<file path="config.mk">
export PLATFORM = sky130hd
export DESIGN_NAME = rovs_stage
export DESIGN_NICKNAME = d
export VERILOG_FILES = /design/src/rtl/rovs_pkg.sv /design/src/rtl/rovs_minority.sv /design/src/rtl/rovs_majority.sv /design/src/rtl/rovs_monitor.sv /design/src/rtl/rovs_stage.sv
export SDC_FILE = /design/constraint.sdc
export NUM_CORES = 1
export LEC_CHECK = 0
export ABC_AREA = 0
export ABC_CLOCK_PERIOD_IN_PS = 2500
export BUFFER_PORTS_ARGS = -buffer_cell sky130_fd_sc_hd__buf_4
export CORE_MARGIN = 5
export CORE_UTILIZATION = 40
export DETAILED_ROUTE_END_ITERATION = 16
export PLACE_DENSITY_LB_ADDON = 0.1
export RECOVER_POWER = 100
export SYNTH_ARGS = -nofsm -noshare
export SYNTH_HDL_FRONTEND = slang
export SYNTH_SLANG_ARGS = --single-unit
</file>
<file path="constraint.sdc">
create_clock -name clk -period 2.5 [get_ports clk]
set_clock_uncertainty 0.15 [all_clocks]
set_input_delay 0.5 -clock clk [delete_from_list [all_inputs] [get_ports clk]]
set_output_delay 0.5 -clock clk [all_outputs]
set_load 0.02 [all_outputs]
</file>
<file path="src/rtl/rovs_pkg.sv">
package rovs_pkg;

    typedef enum logic [1:0] {
        PIN_TRIPLE = 2'd0,
        PIN_DUAL   = 2'd1,
        PIN_SINGLE = 2'd2
    } pin_mode_e;

    localparam int CNT_W = 16;
    localparam int SLOTS = 3;

    function automatic int pins_of(pin_mode_e m);
        case (m)
            PIN_TRIPLE: return 3;
            PIN_DUAL:   return 2;
            default:    return 1;
        endcase
    endfunction

endpackage

</file>
<file path="src/rtl/rovs_minority.sv">
module rovs_minority #(
    parameter int WIDTH = 8
) (
    input  logic [WIDTH-1:0] own_i,
    input  logic [WIDTH-1:0] peer_a_i,
    input  logic [WIDTH-1:0] peer_b_i,
    output logic [WIDTH-1:0] en_o
);
    // A bit is released only when it differs from both peers.
    always_comb begin
        en_o = ~((own_i ^ peer_a_i) & (own_i ^ peer_b_i));
    end
endmodule

</file>
<file path="src/rtl/rovs_majority.sv">
module rovs_majority #(
    parameter int WIDTH = 8
) (
    input  logic [WIDTH-1:0] a_i,
    input  logic [WIDTH-1:0] b_i,
    input  logic [WIDTH-1:0] c_i,
    output logic [WIDTH-1:0] y_o
);
    always_comb begin
        y_o = (a_i & b_i) | (a_i & c_i) | (b_i & c_i);
    end
endmodule

</file>
<file path="src/rtl/rovs_monitor.sv">
module rovs_monitor #(
    parameter int WIDTH = 8,
    parameter int CW    = 16
) (
    input  logic             clk,
    input  logic             rst_n,
    input  logic             clr_i,
    input  logic [WIDTH-1:0] d0_i,
    input  logic [WIDTH-1:0] d1_i,
    input  logic [WIDTH-1:0] d2_i,
    output logic [2:0]       odd_o,
    output logic [CW-1:0]    cnt_o
);
    logic [2:0] odd_now;
    logic       any_now;

    always_comb begin
        odd_now[0] = |((d0_i ^ d1_i) & (d0_i ^ d2_i));
        odd_now[1] = |((d1_i ^ d0_i) & (d1_i ^ d2_i));
        odd_now[2] = |((d2_i ^ d0_i) & (d2_i ^ d1_i));
        any_now    = |((d0_i ^ d1_i) | (d0_i ^ d2_i));
    end

    always_ff @(posedge clk or negedge rst_n) begin
        if (!rst_n) begin
            odd_o <= '0;
            cnt_o <= '0;
        end else if (clr_i) begin
            odd_o <= '0;
            cnt_o <= '0;
        end else begin
            odd_o <= odd_o | odd_now;
            if (any_now && (cnt_o != {CW{1'b1}})) begin
                cnt_o <= cnt_o + 1'b1;
            end
        end
    end
endmodule

</file>
<file path="src/rtl/rovs_stage.sv">
module rovs_stage #(
    parameter int                  WIDTH   = 8,
    parameter rovs_pkg::pin_mode_e MODE    = rovs_pkg::PIN_TRIPLE,
    parameter bit                  REG_OUT = 1'b1
) (
    input  logic                         clk,
    input  logic                         rst_n,
    input  logic                         clr_i,
    input  logic [WIDTH-1:0]             dom0_i,
    input  logic [WIDTH-1:0]             dom1_i,
    input  logic [WIDTH-1:0]             dom2_i,
    output logic [3*WIDTH-1:0]           pin_val_o,
    output logic [3*WIDTH-1:0]           pin_oe_o,
    output logic [2:0]                   odd_flag_o,
    output logic [rovs_pkg::CNT_W-1:0]   dis_cnt_o
);
    localparam int NPIN = rovs_pkg::pins_of(MODE);
    localparam int BUSW = rovs_pkg::SLOTS * WIDTH;

    logic [WIDTH-1:0] dom [3];
    logic [BUSW-1:0]  val_c;
    logic [BUSW-1:0]  oe_c;

    assign dom[0] = dom0_i;
    assign dom[1] = dom1_i;
    assign dom[2] = dom2_i;

    generate
        if (MODE == rovs_pkg::PIN_SINGLE) begin : g_single
            logic [WIDTH-1:0] voted;
            rovs_majority #(.WIDTH(WIDTH)) u_maj (
                .a_i (dom[0]),
                .b_i (dom[1]),
                .c_i (dom[2]),
                .y_o (voted)
            );
            assign val_c = {{(2*WIDTH){1'b0}}, voted};
            assign oe_c  = {{(2*WIDTH){1'b0}}, {WIDTH{1'b1}}};
        end else begin : g_minority
            for (genvar k = 0; k < 3; k++) begin : g_slot
                if (k < NPIN) begin : g_on
                    logic [WIDTH-1:0] en;
                    rovs_minority #(.WIDTH(WIDTH)) u_min (
                        .own_i    (dom[k]),
                        .peer_a_i (dom[(k+1)%3]),
                        .peer_b_i (dom[(k+2)%3]),
                        .en_o     (en)
                    );
                    assign val_c[k*WIDTH +: WIDTH] = dom[k];
                    assign oe_c[k*WIDTH +: WIDTH]  = en;
                end else begin : g_off
                    assign val_c[k*WIDTH +: WIDTH] = '0;
                    assign oe_c[k*WIDTH +: WIDTH]  = '0;
                end
            end
        end

        if (REG_OUT) begin : g_reg
            always_ff @(posedge clk or negedge rst_n) begin
                if (!rst_n) begin
                    pin_val_o <= '0;
                    pin_oe_o  <= '0;
                end else begin
                    pin_val_o <= val_c;
                    pin_oe_o  <= oe_c;
                end
            end
        end else begin : g_comb
            assign pin_val_o = val_c;
            assign pin_oe_o  = oe_c;
        end
    endgenerate

    rovs_monitor #(.WIDTH(WIDTH), .CW(rovs_pkg::CNT_W)) u_mon (
        .clk   (clk),
        .rst_n (rst_n),
        .clr_i (clr_i),
        .d0_i  (dom0_i),
        .d1_i  (dom1_i),
        .d2_i  (dom2_i),
        .odd_o (odd_flag_o),
        .cnt_o (dis_cnt_o)
    );
endmodule

</file>
# --- Word-level counts from Yosys, hierarchy flattened ---
# Index checks and enable logic that the tools add are counted.
word_totals:
  word_cells: 26
  out_inout_bits: 67
  input_bits: 27
  register_bits: 67
classes:
  n_reduce_logical: 6
  n_bitwise: 11
  mux: 3
  add_sub_neg: 1
  eq_ne: 1
op_table:
  columns: ["op", "count"]
  rows:
  - ["16-bit 2-to-1 mux", 2]
  - ["8-bit OR reduction", 4]
  - ["8-bit AND", 3]
  - ["8-bit NOT", 3]
  - ["8-bit XOR", 3]
  - ["16-bit by 1-bit adder with 16-bit output, second input constant", 1]
  - ["16-bit != test, second input constant", 1]
  - ["8-bit bitwise OR", 1]
  - ["3-bit 2-to-1 mux", 1]
  - ["3-bit bitwise OR", 1]
  - ["2-bit nonzero test", 1]
  - ["1-bit logical AND", 1]

# --- Depth between registers and ports, before layout ---
# Gate-level depths: netlist of run 1.
logic_depth:
  word_depth: 6
  mapped_depth: 7
  depth_no_buf: 6

# --- Modules after synthesis ---
# A second synthesis of run 1 with hierarchy kept.
hier_totals:
  cells_unflattened: 327
  area_unflattened_um2: 3370.7
by_module_without_submodules:
  columns: ["mod", "n_inst", "seq_area_each_um2", "cells_each", "area_each_um2"]
  rows:
  - ["rovs_monitor", 1, 475.5, 207, 1719.1]
  - ["rovs_stage", 1, 1201.2, 48, 1201.2]
  - ["rovs_minority", 3, 0.0, 24, 150.1]

# --- Least setup slack after synthesis of run 1 ---
# Ideal clock, no wire load.
synth_timing:
  kind: "flip-flop to flip-flop"
  from: "register u_mon.cnt_o[0]"
  to: "register u_mon.cnt_o[0]"
  required_ns: 2.222
  stages_incl_launch_ff: 7
  synth_period_minus_slack_ns: 2.124
  setup_slack_ns: 0.376
  arrival_ns: 1.847
  setup_time_ns: 0.128
  path_buffers: 1
  cell_sequence: "dfrtp_1 ha_1 nand3_1 nor4b_4 buf_4 nor2_1 mux2_1"
synth_between:
  elab_chain_cells: 3
  word_cells_on_any_way: 6
  cone_classes: "add/sub (1); eq/ne (1); mux (2); reduce/logical (2)"
synth_lines:
  columns: ["element", "line_no", "source"]
  rows:
  - ["start, declared", "rovs_monitor.sv:12", "output logic [CW-1:0] cnt_o"]
  - ["start signal, assigned", "rovs_monitor.sv:34", "cnt_o <= cnt_o + 1'b1;"]
  - ["16-bit by 1-bit adder with 16-bit output / 16-bit != test (equally long branches)", "rovs_monitor.sv:34, rovs_monitor.sv:33", null]
  - ["16-bit 2-to-1 mux / 1-bit logical AND (equally long branches)", "rovs_monitor.sv:33", "if (any_now && (cnt_o != {CW{1'b1}})) begin"]
  - ["16-bit 2-to-1 mux / 2-bit nonzero test (equally long branches)", null, null]
# Parallel ways exist; a longest one is shown, timed or not. The select of a mux whose other input is x is not followed.
# A chain may end at the register's enable or synchronous reset.

# --- Final worst setup path of run 1 ---
layout_timing:
  from: "input port dom0_i[0]"
  to: "register u_mon.cnt_o[0]"
layout_between:
  elab_chain_cells: 5
  word_cells_on_any_way: 6
  cone_classes: "bitwise (3); reduce/logical (3)"
layout_lines:
  columns: ["element", "line_no", "source"]
  rows:
  - ["start, declared", "rovs_stage.sv:9", "input logic [WIDTH-1:0] dom0_i,"]
  - ["8-bit XOR", "rovs_monitor.sv:21", "any_now = |((d0_i ^ d1_i) | (d0_i ^ d2_i));"]
  - ["8-bit bitwise OR (*)", "rovs_monitor.sv:21", null]
  - ["8-bit OR reduction (*)", "rovs_monitor.sv:21", null]
  - ["1-bit logical AND (*)", "rovs_monitor.sv:33", null]
  - ["2-bit nonzero test (no source line) (*)", null, null]
# Every way passes the cells marked *; elsewhere a longest branch is shown, timed or not.

==> flow_summary.ini, run 1 <==
[sta]
finalCritPeriodShare = 0.8747
setup_violations = 0
hold_violations = 0
tns_ns = 0
fin_crit_ns = 2.187
rsz0062_at_grt = no
slew_viol_final = 68
fmax_mhz = 457.3
slew_headroom = -0.1022
worst-slew-pin-transition_ns = 1.653
hold_slack_ns = 0.2296

[cts]
insertion_delay_ns = 0.34
cts_repair_resize_count = 0
root_buffer = clkbuf_8
clock-sinks = 67
cts_tree = yes
ctsHtreeMaxLevel = 3
clk_path_buf_depth = 2
clkSlewWorstSetupHoldPaths_ns = 0.07
numCtsBuffers = 9
cts_setup_buffers = 0
holdBufCountCts = 0

[critical_path]
cp.required_ns = 2.57
cp_data_arrival_time_ns = 2.26
crit_type = in2reg
slowest_delay_ns = 0.38
worstPathMaxFanout = 21
crit_chain = clkbuf_1 > xnor2_1 > nand4_1 > nor4_2 > clkbuf_2 > nor2_1 > mux2_1
r2r-start = u_mon.cnt_o[0]$_DFFE_PN0P_
crit_path_start = dom0_i[0]
crit_slowest_cell = clkbuf_2
crit_buf_inv = 2
cp-end-kind = flip-flop
cp_top_family = buffers and inverters
start_kind = input port

[pwr]
p_per_area_nw_per_um2 = 658.7
power_leakage_nw = 1.450
irDropWorstVdd_mv = 0.3202

[synthesis]
syn_inst = 260
synth_nets = 288
muxShareOfSynthArea = 0.09254
avgSynthCellArea_um2 = 11.28
syn_area_um2 = 2934
ys_seq_area_frac = 0.5714
ys.warnings.count = 0
synth_xor_area_frac = 0.04776
synth_adder_area_share = 0.004264
synthSimpleGateAreaFrac = 0.2085
ys_types = 32
synth_compound_area_frac = 0.04904
yosys_register_bits = 67
synth_top_family_by_area = simple AND/OR/NAND/NOR gates

[run_status]
failed_checks = capacitance limit, slew limit
status = finished with violations

[routing]
drt_iter0_markers = 90
wire_per_inst_um = 15.65
drc_errors = 0
routed_wl_um = 7150
drtPass1Iterations = 4
ant_nets = 0
vias = 2284
viasPerCell = 4.998

[grt]
grt_usage = 0.1683
first_global_vias = 2330
grt_pass1_wl_um = 11690
antenna_found_initial = 0
grt_max_degree = 68
gr-total-overflow = 0

[cells_and_area]
fill_cells = 739
utilization = 0.4936
antenna_cells = 0
fin_nets = 381
final_common_cell = clkbuf_1
layout-drive-gt1-share = 0.06145
syn2layout_area_growth_pct = 21.36
final_cell_mix = 93 x clkbuf_1, 67 x dfrtp_1, 28 x nor2_1, 25 x nor2b_1, 17 x mux2i_1

[floorplan]
fp.dieH_um = 95.65
core-area_um2 = 7214
io_pins = 94
die_x_um = 95.65
start_util = 0.4067
rows = 31
die_area_um2 = 9148

[place]
io_buffer_count = 93
place.detailed.hpwl_um = 5176
routabilityCongestion = 0.8370

[job]
maxCapViolCount = 1

[min_path]
holdCritStartpoint = dom2_i[7]
worstHoldPathType = in2reg
==> synthesized netlist by cell type <==
cell,number,area (µm²)
nand2_1,16,60.06
a21oi_1,14,70.07
or4_1,5,37.54
clkbuf_1,2,7.510
mux2i_1,17,170.2
and3_1,1,6.260
nor3b_1,3,22.52
o31ai_1,5,37.54
buf_4,3,22.52
dfrtp_1,67,1677
xnor2_1,16,140.1
mux2_1,9,101.4
nand3_1,6,30.03
buf_1,1,3.750
nand2b_1,1,6.260
and2_1,1,6.260
nor2_1,28,105.1
or3_1,3,18.77
nor3_1,6,30.03
o31a_1,1,8.760
nor2b_1,25,156.4
nor4_1,2,12.51
nand4_2,1,12.51
a41oi_1,2,17.52
buf_2,8,40.04
and4_1,1,8.760
nor4_2,1,12.51
inv_1,1,3.750
nand4_1,10,62.56
o21ai_0,2,10.01
nor4b_4,1,23.77
ha_1,1,12.51
==> state kept, by name, indices dropped and copies added, names as in the netlist <==
signal and flops:
pin_oe_o 24, pin_val_o 24, u_mon.cnt_o 16, u_mon.odd_o 3
==> worst register-to-register path: cells and delay by family, from the launching register on <==
kind	cells	cell delay, ns
adder cells (fa/ha/maj)	1	0.19
buffers and inverters	1	0.19
flip-flops	1	0.44
multiplexers	1	0.33
AND/OR/NAND/NOR	3	0.70
==> cells by family after synthesis <==
group	after synthesis
AND/OR/NAND/NOR	111
flip-flops	67
multiplexers	26
AO/OA/AOI/OAI	24
XOR/XNOR	16
buffers and inverters	15
adder cells (fa/ha/maj)	1
==> per-layer routing <==
metal | vias up | GRT usage | share of wire
met5 | - | 0 | 0
met4 | 0 | 0.06872 | 0.015
met3 | 10 | 0.05130 | 0.067
met2 | 66 | 0.2721 | 0.49
met1 | 1116 | 0.2090 | 0.42
li1 | 1092 | - | -
==> per-stage QoR <==
step	setup WS (ns)	instance area (µm²)	cells	total power [mW]
2_1_floorplan	0.3756	2934	260	1.355
4_1_cts	0.3599	3911	457	2.444
5_1_grt	0.1343	3561	457	2.456
3_5_place_dp	0.2014	3717	441	1.545
6_report	0.3133	3561	457	2.346
3_3_place_gp	0.2256	3717	441	1.541
==> layout make-up <==
| class | count | area [µm²] | share of cell area |
|---|---|---|---|
| Sequential cell | 67 | 1677 | 0.4708 |
| Multi-Input combinational cell | 178 | 1180 | 0.3313 |
| Timing Repair Buffer | 96 | 382.9 | 0.1075 |
| Clock buffer | 11 | 141.4 | 0.03970 |
| Tap cell | 99 | 123.9 | 0.03479 |
| Clock inverter | 5 | 52.55 | 0.01476 |
| Inverter | 1 | 3.754 | 0.001054 |
==> where the power goes <==
part	switching, mW	internal [mW]
registers	0.0208	1.14
logic	0.211	0.0850
clock network	0.409	0.483
total	0.641	1.71
==> path summary, 6_finish.rpt <==
check                      slack (ns)  depth (start not counted)                         end
min in group asynchronous        0.43                          1      pin_oe_o[11]$_DFF_PN0_
hold reg to reg                  0.42                          2    u_mon.odd_o[0]$_DFF_PN0_
max in group asynchronous        0.77                          1  u_mon.cnt_o[0]$_DFFE_PN0P_
setup reg to reg                 0.38                          6  u_mon.cnt_o[2]$_DFFE_PN0P_
hold / removal                   0.23                          1     pin_val_o[23]$_DFF_PN0_
setup / recovery                 0.31                          7  u_mon.cnt_o[0]$_DFFE_PN0P_
(Power assumes the default switching activity.)
==> inputs of run 2 (changes only) <==
CORE_MARGIN = 8   (was 5)
==> run 2 against run 1 <==
- wire length increased by 2.5%
- global-route usage down 1.9 points
- clock power increased by 11%
- non-clock buffer count unchanged
- maximum frequency shrank 0.28%
- critical path type is now reg2reg
- the flow still finishes with violations (capacitance limit, slew limit)
- combinational power hardly changed
- core utilization is 0.46 points higher
- final cell count stayed put
- sequential power about the same
- die area rose by 13%
- sequential share of layout area fell by 0.18 points
==> flow_summary.ini, run 2 (synthesis gave the netlist of run 1 again) <==
[floorplan]
rows = 31
die_area_um2 = 10330
die_x_um = 101.6
start_util = 0.4089
fp.dieH_um = 101.6
io_pins = 94
core-area_um2 = 7176

[critical_path]
cp.required_ns = 2.57
cp-end-kind = flip-flop
worstPathMaxFanout = 7
cp_data_arrival_time_ns = 2.26
start_kind = flip-flop
crit_type = reg2reg

[pwr]
pwr-share-clk = 0.405
p_per_area_nw_per_um2 = 682.2
p_seq_frac = 0.475
internal_power_mw = 1.785
p_sw_frac = 0.2680
p_sw_mw = 0.6536
comb_power_share = 0.121
totalPowerFinal_mw = 2.439
power_leakage_nw = 1.455
irDropWorstVdd_mv = 0.3733

[sta]
fmax_mhz = 456.0
slew_viol_final = 68
slew_headroom = -0.09352
finalCritPeriodShare = 0.8771
tns_ns = 0
fin_crit_ns = 2.193
hold_violations = 0
rsz0062_at_grt = no
worst-slew-pin-transition_ns = 1.640
setup_violations = 0

[grt]
gr-total-overflow = 0
grt_pass1_wl_um = 11780
antenna_found_initial = 0
grt_usage = 0.1492
grt_max_degree = 68
first_global_vias = 2287

[place]
place.detailed.hpwl_um = 5415
io_buffer_count = 93
routabilityCongestion = 0.7892
dp_cells = 441

[routing]
wire_per_inst_um = 16.04
routed_wl_um = 7331
ant_nets = 0
vias = 2214
viasPerCell = 4.845
drc_errors = 0
drtPass1Iterations = 5
drt_iter0_markers = 64

[cts]
numCtsBuffers = 9
clk_path_buf_depth = 2
cts_repair_resize_count = 0
cts_tree = yes
root_buffer = clkbuf_8
insertion_delay_ns = 0.34
clock-sinks = 67
clkSlewWorstSetupHoldPaths_ns = 0.08
ctsHtreeMaxLevel = 3
holdBufCountCts = 0
cts_setup_buffers = 0

[cells_and_area]
fin_nets = 381
multi_input_area_um2 = 1180
final_common_cell = clkbuf_1
top_regs = pin_oe_o: 24 flops, pin_val_o: 24 flops, u_mon.cnt_o: 16 flops
fin_cells = 457
seq_area_um2 = 1677
antenna_cells = 0
syn2layout_area_growth_pct = 21.83
layout-drive-gt1-share = 0.06145
fill_cells = 752
final_cell_mix = 93 x clkbuf_1, 67 x dfrtp_1, 28 x nor2_1, 25 x nor2b_1, 17 x mux2i_1

[job]
maxCapViolCount = 1

[min_path]
worstHoldPathType = in2reg

[run_status]
failed_checks = capacitance limit, slew limit
status = finished with violations
==> run 2: worst paths after layout <==
path,slack (ns),end,cells past startpoint,start
hold reg to reg,0.42,u_mon.cnt_o[15]$_DFFE_PN0P_,2,u_mon.cnt_o[15]$_DFFE_PN0P_
setup reg to reg,0.31,u_mon.cnt_o[5]$_DFFE_PN0P_,6,u_mon.cnt_o[0]$_DFFE_PN0P_
min in group asynchronous,0.43,pin_val_o[11]$_DFF_PN0_,1,rst_n
setup / recovery,0.31,u_mon.cnt_o[5]$_DFFE_PN0P_,6,u_mon.cnt_o[0]$_DFFE_PN0P_
max in group asynchronous,0.80,u_mon.odd_o[2]$_DFF_PN0_,1,rst_n
hold / removal,0.21,pin_val_o[16]$_DFF_PN0_,1,dom2_i[0]
==> run 2: through the flow <==
stage | util | area (µm²) | hold WS (ns) | setup slack, ns
6_report | 0.4982 | 3575 | 0.2122 | 0.3072
5_1_grt | 0.4982 | 3575 | 0.2165 | 0.1526
2_1_floorplan | - | 2934 | 0.05441 | 0.3756
4_1_cts | 0.5466 | 3923 | 0.1427 | 0.3837
3_5_place_dp | 0.5163 | 3705 | 0.4154 | 0.2117
3_3_place_gp | 0.5163 | 3705 | 0.4114 | 0.2284
==> run 2: power by group through the flow <==
stage | logic [mW] | clock network [mW] | registers, mW
final | 0.294 | 0.987 | 1.16
after global routing | 0.327 | 1.06 | 1.16
after CTS | 0.367 | 1.01 | 1.16
after detailed placement | 0.367 | 0 | 1.18
after global placement | 0.364 | 0 | 1.18
after floorplan | 0.107 | 0 | 1.25
==> run 2: per-layer routing <==
layer,routed length [µm],vias to the layer above,part of all wire,track usage
met2,3587,63,0.49,0.2404
met1,3016,1046,0.41,0.1732
met4,95,0,0.013,0.06529
met3,632,8,0.086,0.05567
li1,-,1097,-,-
met5,0,-,0,0
==> run 2: layout make-up <==
class,instances,area share
Sequential cell,67,0.4690
Multi-Input combinational cell,178,0.3301
Timing Repair Buffer,96,0.1043
Clock buffer,10,0.03570
Tap cell,99,0.03465
Clock inverter,6,0.02520
Inverter,1,0.001050
==> run 2: worst max-delay path: stages (launching register included) <==
cell and delay [ns]:
dfrtp_1 0.45, ha_1 0.19, nand3_1 0.24, nor4b_4 0.34, clkbuf_1 0.28, nor3_1 0.10, mux2_1 0.31
==> inputs of run 3 (changes only) <==
PLACE_DENSITY = 0.68   (was default)
PLACE_DENSITY_LB_ADDON = default   (was 0.1)
==> run 3 against run 2 <==
- the flow still finishes with violations (capacitance limit, slew limit)
- via count rose by 2.4%
- critical path depth did not move
- worst setup slack improved by 0.067 ns
- global-route usage down 0.73 points
- cell area fell by 1.9%
- non-clock buffer count did not move
- final cell count shrank 0.22%
- largest power group unchanged
==> flow_summary.ini, run 3 (synthesis gave the netlist of run 1 again) <==
[run_status]
status = finished with violations
failed_checks = capacitance limit, slew limit

[place]
dp_cells = 441
routabilityCongestion = 0.8115
dp_slack_ns = 0.2440
io_buffer_count = 93
place.detailed.hpwl_um = 5398

[critical_path]
worstPathMaxFanout = 8
crit_type = reg2reg
r2r-end = u_mon.cnt_o[0]$_DFFE_PN0P_
crit_slowest_cell = dfrtp_1
cp.required_ns = 2.56
cp_data_arrival_time_ns = 2.19
crit_chain = ha_1 > nand3_1 > nor4b_1 > buf_4 > nor2_1 > mux2_1
cp-end-kind = flip-flop
r2r-start = u_mon.cnt_o[0]$_DFFE_PN0P_
start_kind = flip-flop
slowest_delay_ns = 0.44
reg2reg_slack_ns = 0.37
reg2reg_depth = 6

[routing]
drtPass1Iterations = 4
drc_errors = 0
vias = 2267
ant_nets = 0
routed_wl_um = 7233
drt_iter0_markers = 67
viasPerCell = 4.971
wire_per_inst_um = 15.86

[grt]
antenna_found_initial = 0
first_global_vias = 2248
grt_pass1_wl_um = 11300
grt_max_degree = 68
gr-total-overflow = 0
grt_usage = 0.1419

[pwr]
power_leakage_nw = 1.412
p_sw_mw = 0.6082
p_sw_frac = 0.2749
irDropWorstVdd_mv = 0.3508
pwr-share-clk = 0.343
internal_power_mw = 1.604
p_seq_frac = 0.524
p_per_area_nw_per_um2 = 630.7
comb_power_share = 0.133

[cells_and_area]
final_cell_mix = 94 x clkbuf_1, 67 x dfrtp_1, 28 x nor2_1, 25 x nor2b_1, 17 x mux2i_1
fin_cells = 456
syn2layout_area_growth_pct = 19.53
top_regs = pin_oe_o: 24 flops, pin_val_o: 24 flops, u_mon.cnt_o: 16 flops
fin_nets = 381
final_common_cell = clkbuf_1
layout-drive-gt1-share = 0.05322
antenna_cells = 0

[sta]
slew_headroom = -0.07336
rsz0062_at_grt = no
finalCritPeriodShare = 0.8505
worst-slew-pin-transition_ns = 1.610
fmax_mhz = 470.3
fin_crit_ns = 2.126
tns_ns = 0
slew_viol_final = 68
hold_violations = 0
layout_setup_ws_ns = 0.3739
setup_violations = 0

[min_path]
holdPathStages = 1
holdCritStartpoint = dom2_i[6]
worstHoldPathType = in2reg
whs_endpoint = pin_val_o[22]$_DFF_PN0_

[cts]
holdBufCountCts = 0
cts_setup_buffers = 0
cts_tree = yes
clk_path_buf_depth = 2
numCtsBuffers = 9
clock-sinks = 67
cts_repair_resize_count = 0
insertion_delay_ns = 0.33
ctsHtreeMaxLevel = 3
clkSlewWorstSetupHoldPaths_ns = 0.07
root_buffer = clkbuf_8

[job]
maxCapViolCount = 1

[floorplan]
die_x_um = 101.6
core-area_um2 = 7176
start_util = 0.4089
fp.dieH_um = 101.6
die_area_um2 = 10330
rows = 31
io_pins = 94
[run 3: cell count changes in the layout (fill, tap and decap cells not counted), sizes merged]
cell    previous run  this run
bufinv             2         0
clkbuf           103       105
clkinv             3         1
buf                3         4
[run 3: final cells by class]
type	instances	area [µm²]
tap	99	123.9
multi-input combinational	178	1165
clock buffer	13	148.9
timing repair buffer	96	376.6
clock inverter	2	12.51
sequential	67	1677
inverter	1	3.754
fill	738	3669
[run 3: layer usage]
metal	GRT usage	up-vias	share of wire
met1	0.1573	1099	0.41
met2	0.2314	72	0.49
met4	0.03093	0	0.0033
li1	-	1091	-
met5	0	-	0
met3	0.08041	5	0.098
[run 3: through the flow]
| step | instance area, µm² | power (mW) | hold WS [ns] | utilization |
|---|---|---|---|---|
| 6_report | 3507 | 2.212 | 0.2355 | 0.4888 |
| 5_1_grt | 3507 | 2.313 | 0.2190 | 0.4888 |
| 4_1_cts | 3866 | 2.310 | 0.1490 | 0.5388 |
| 3_5_place_dp | 3705 | 1.545 | 0.4104 | 0.5163 |
| 3_3_place_gp | 3705 | 1.542 | 0.4107 | 0.5163 |
| 2_1_floorplan | 2934 | 1.355 | 0.05441 | - |
[run 3: power by group through the flow]
stage | clock network, mW | logic, mW | registers (mW)
3_5_place_dp | 0 | 0.365 | 1.18
2_1_floorplan | 0 | 0.107 | 1.25
4_1_cts | 0.783 | 0.366 | 1.16
3_3_place_gp | 0 | 0.361 | 1.18
6_report | 0.759 | 0.294 | 1.16
5_1_grt | 0.823 | 0.325 | 1.17
[run 3: critical path, delay by kind of cell (launching register included)]
kind | cells | cell delay (ns)
muxes | 1 | 0.31
adders and majority gates | 1 | 0.19
DFF | 1 | 0.44
buffers and inverters | 1 | 0.23
and+or+nand+nor | 3 | 0.68
[run 3: worst max-delay path by stage]
stage                                            end                       start  depth (start not counted)
after global placement    u_mon.cnt_o[0]$_DFFE_PN0P_                   dom1_i[0]                          7
final                     u_mon.cnt_o[0]$_DFFE_PN0P_  u_mon.cnt_o[0]$_DFFE_PN0P_                          6
after floorplan           u_mon.cnt_o[0]$_DFFE_PN0P_  u_mon.cnt_o[0]$_DFFE_PN0P_                          6
after CTS                 u_mon.cnt_o[7]$_DFFE_PN0P_  u_mon.cnt_o[0]$_DFFE_PN0P_                          6
after global routing      u_mon.cnt_o[5]$_DFFE_PN0P_  u_mon.cnt_o[0]$_DFFE_PN0P_                          6
after detailed placement  u_mon.cnt_o[0]$_DFFE_PN0P_                   dom1_i[6]                          7
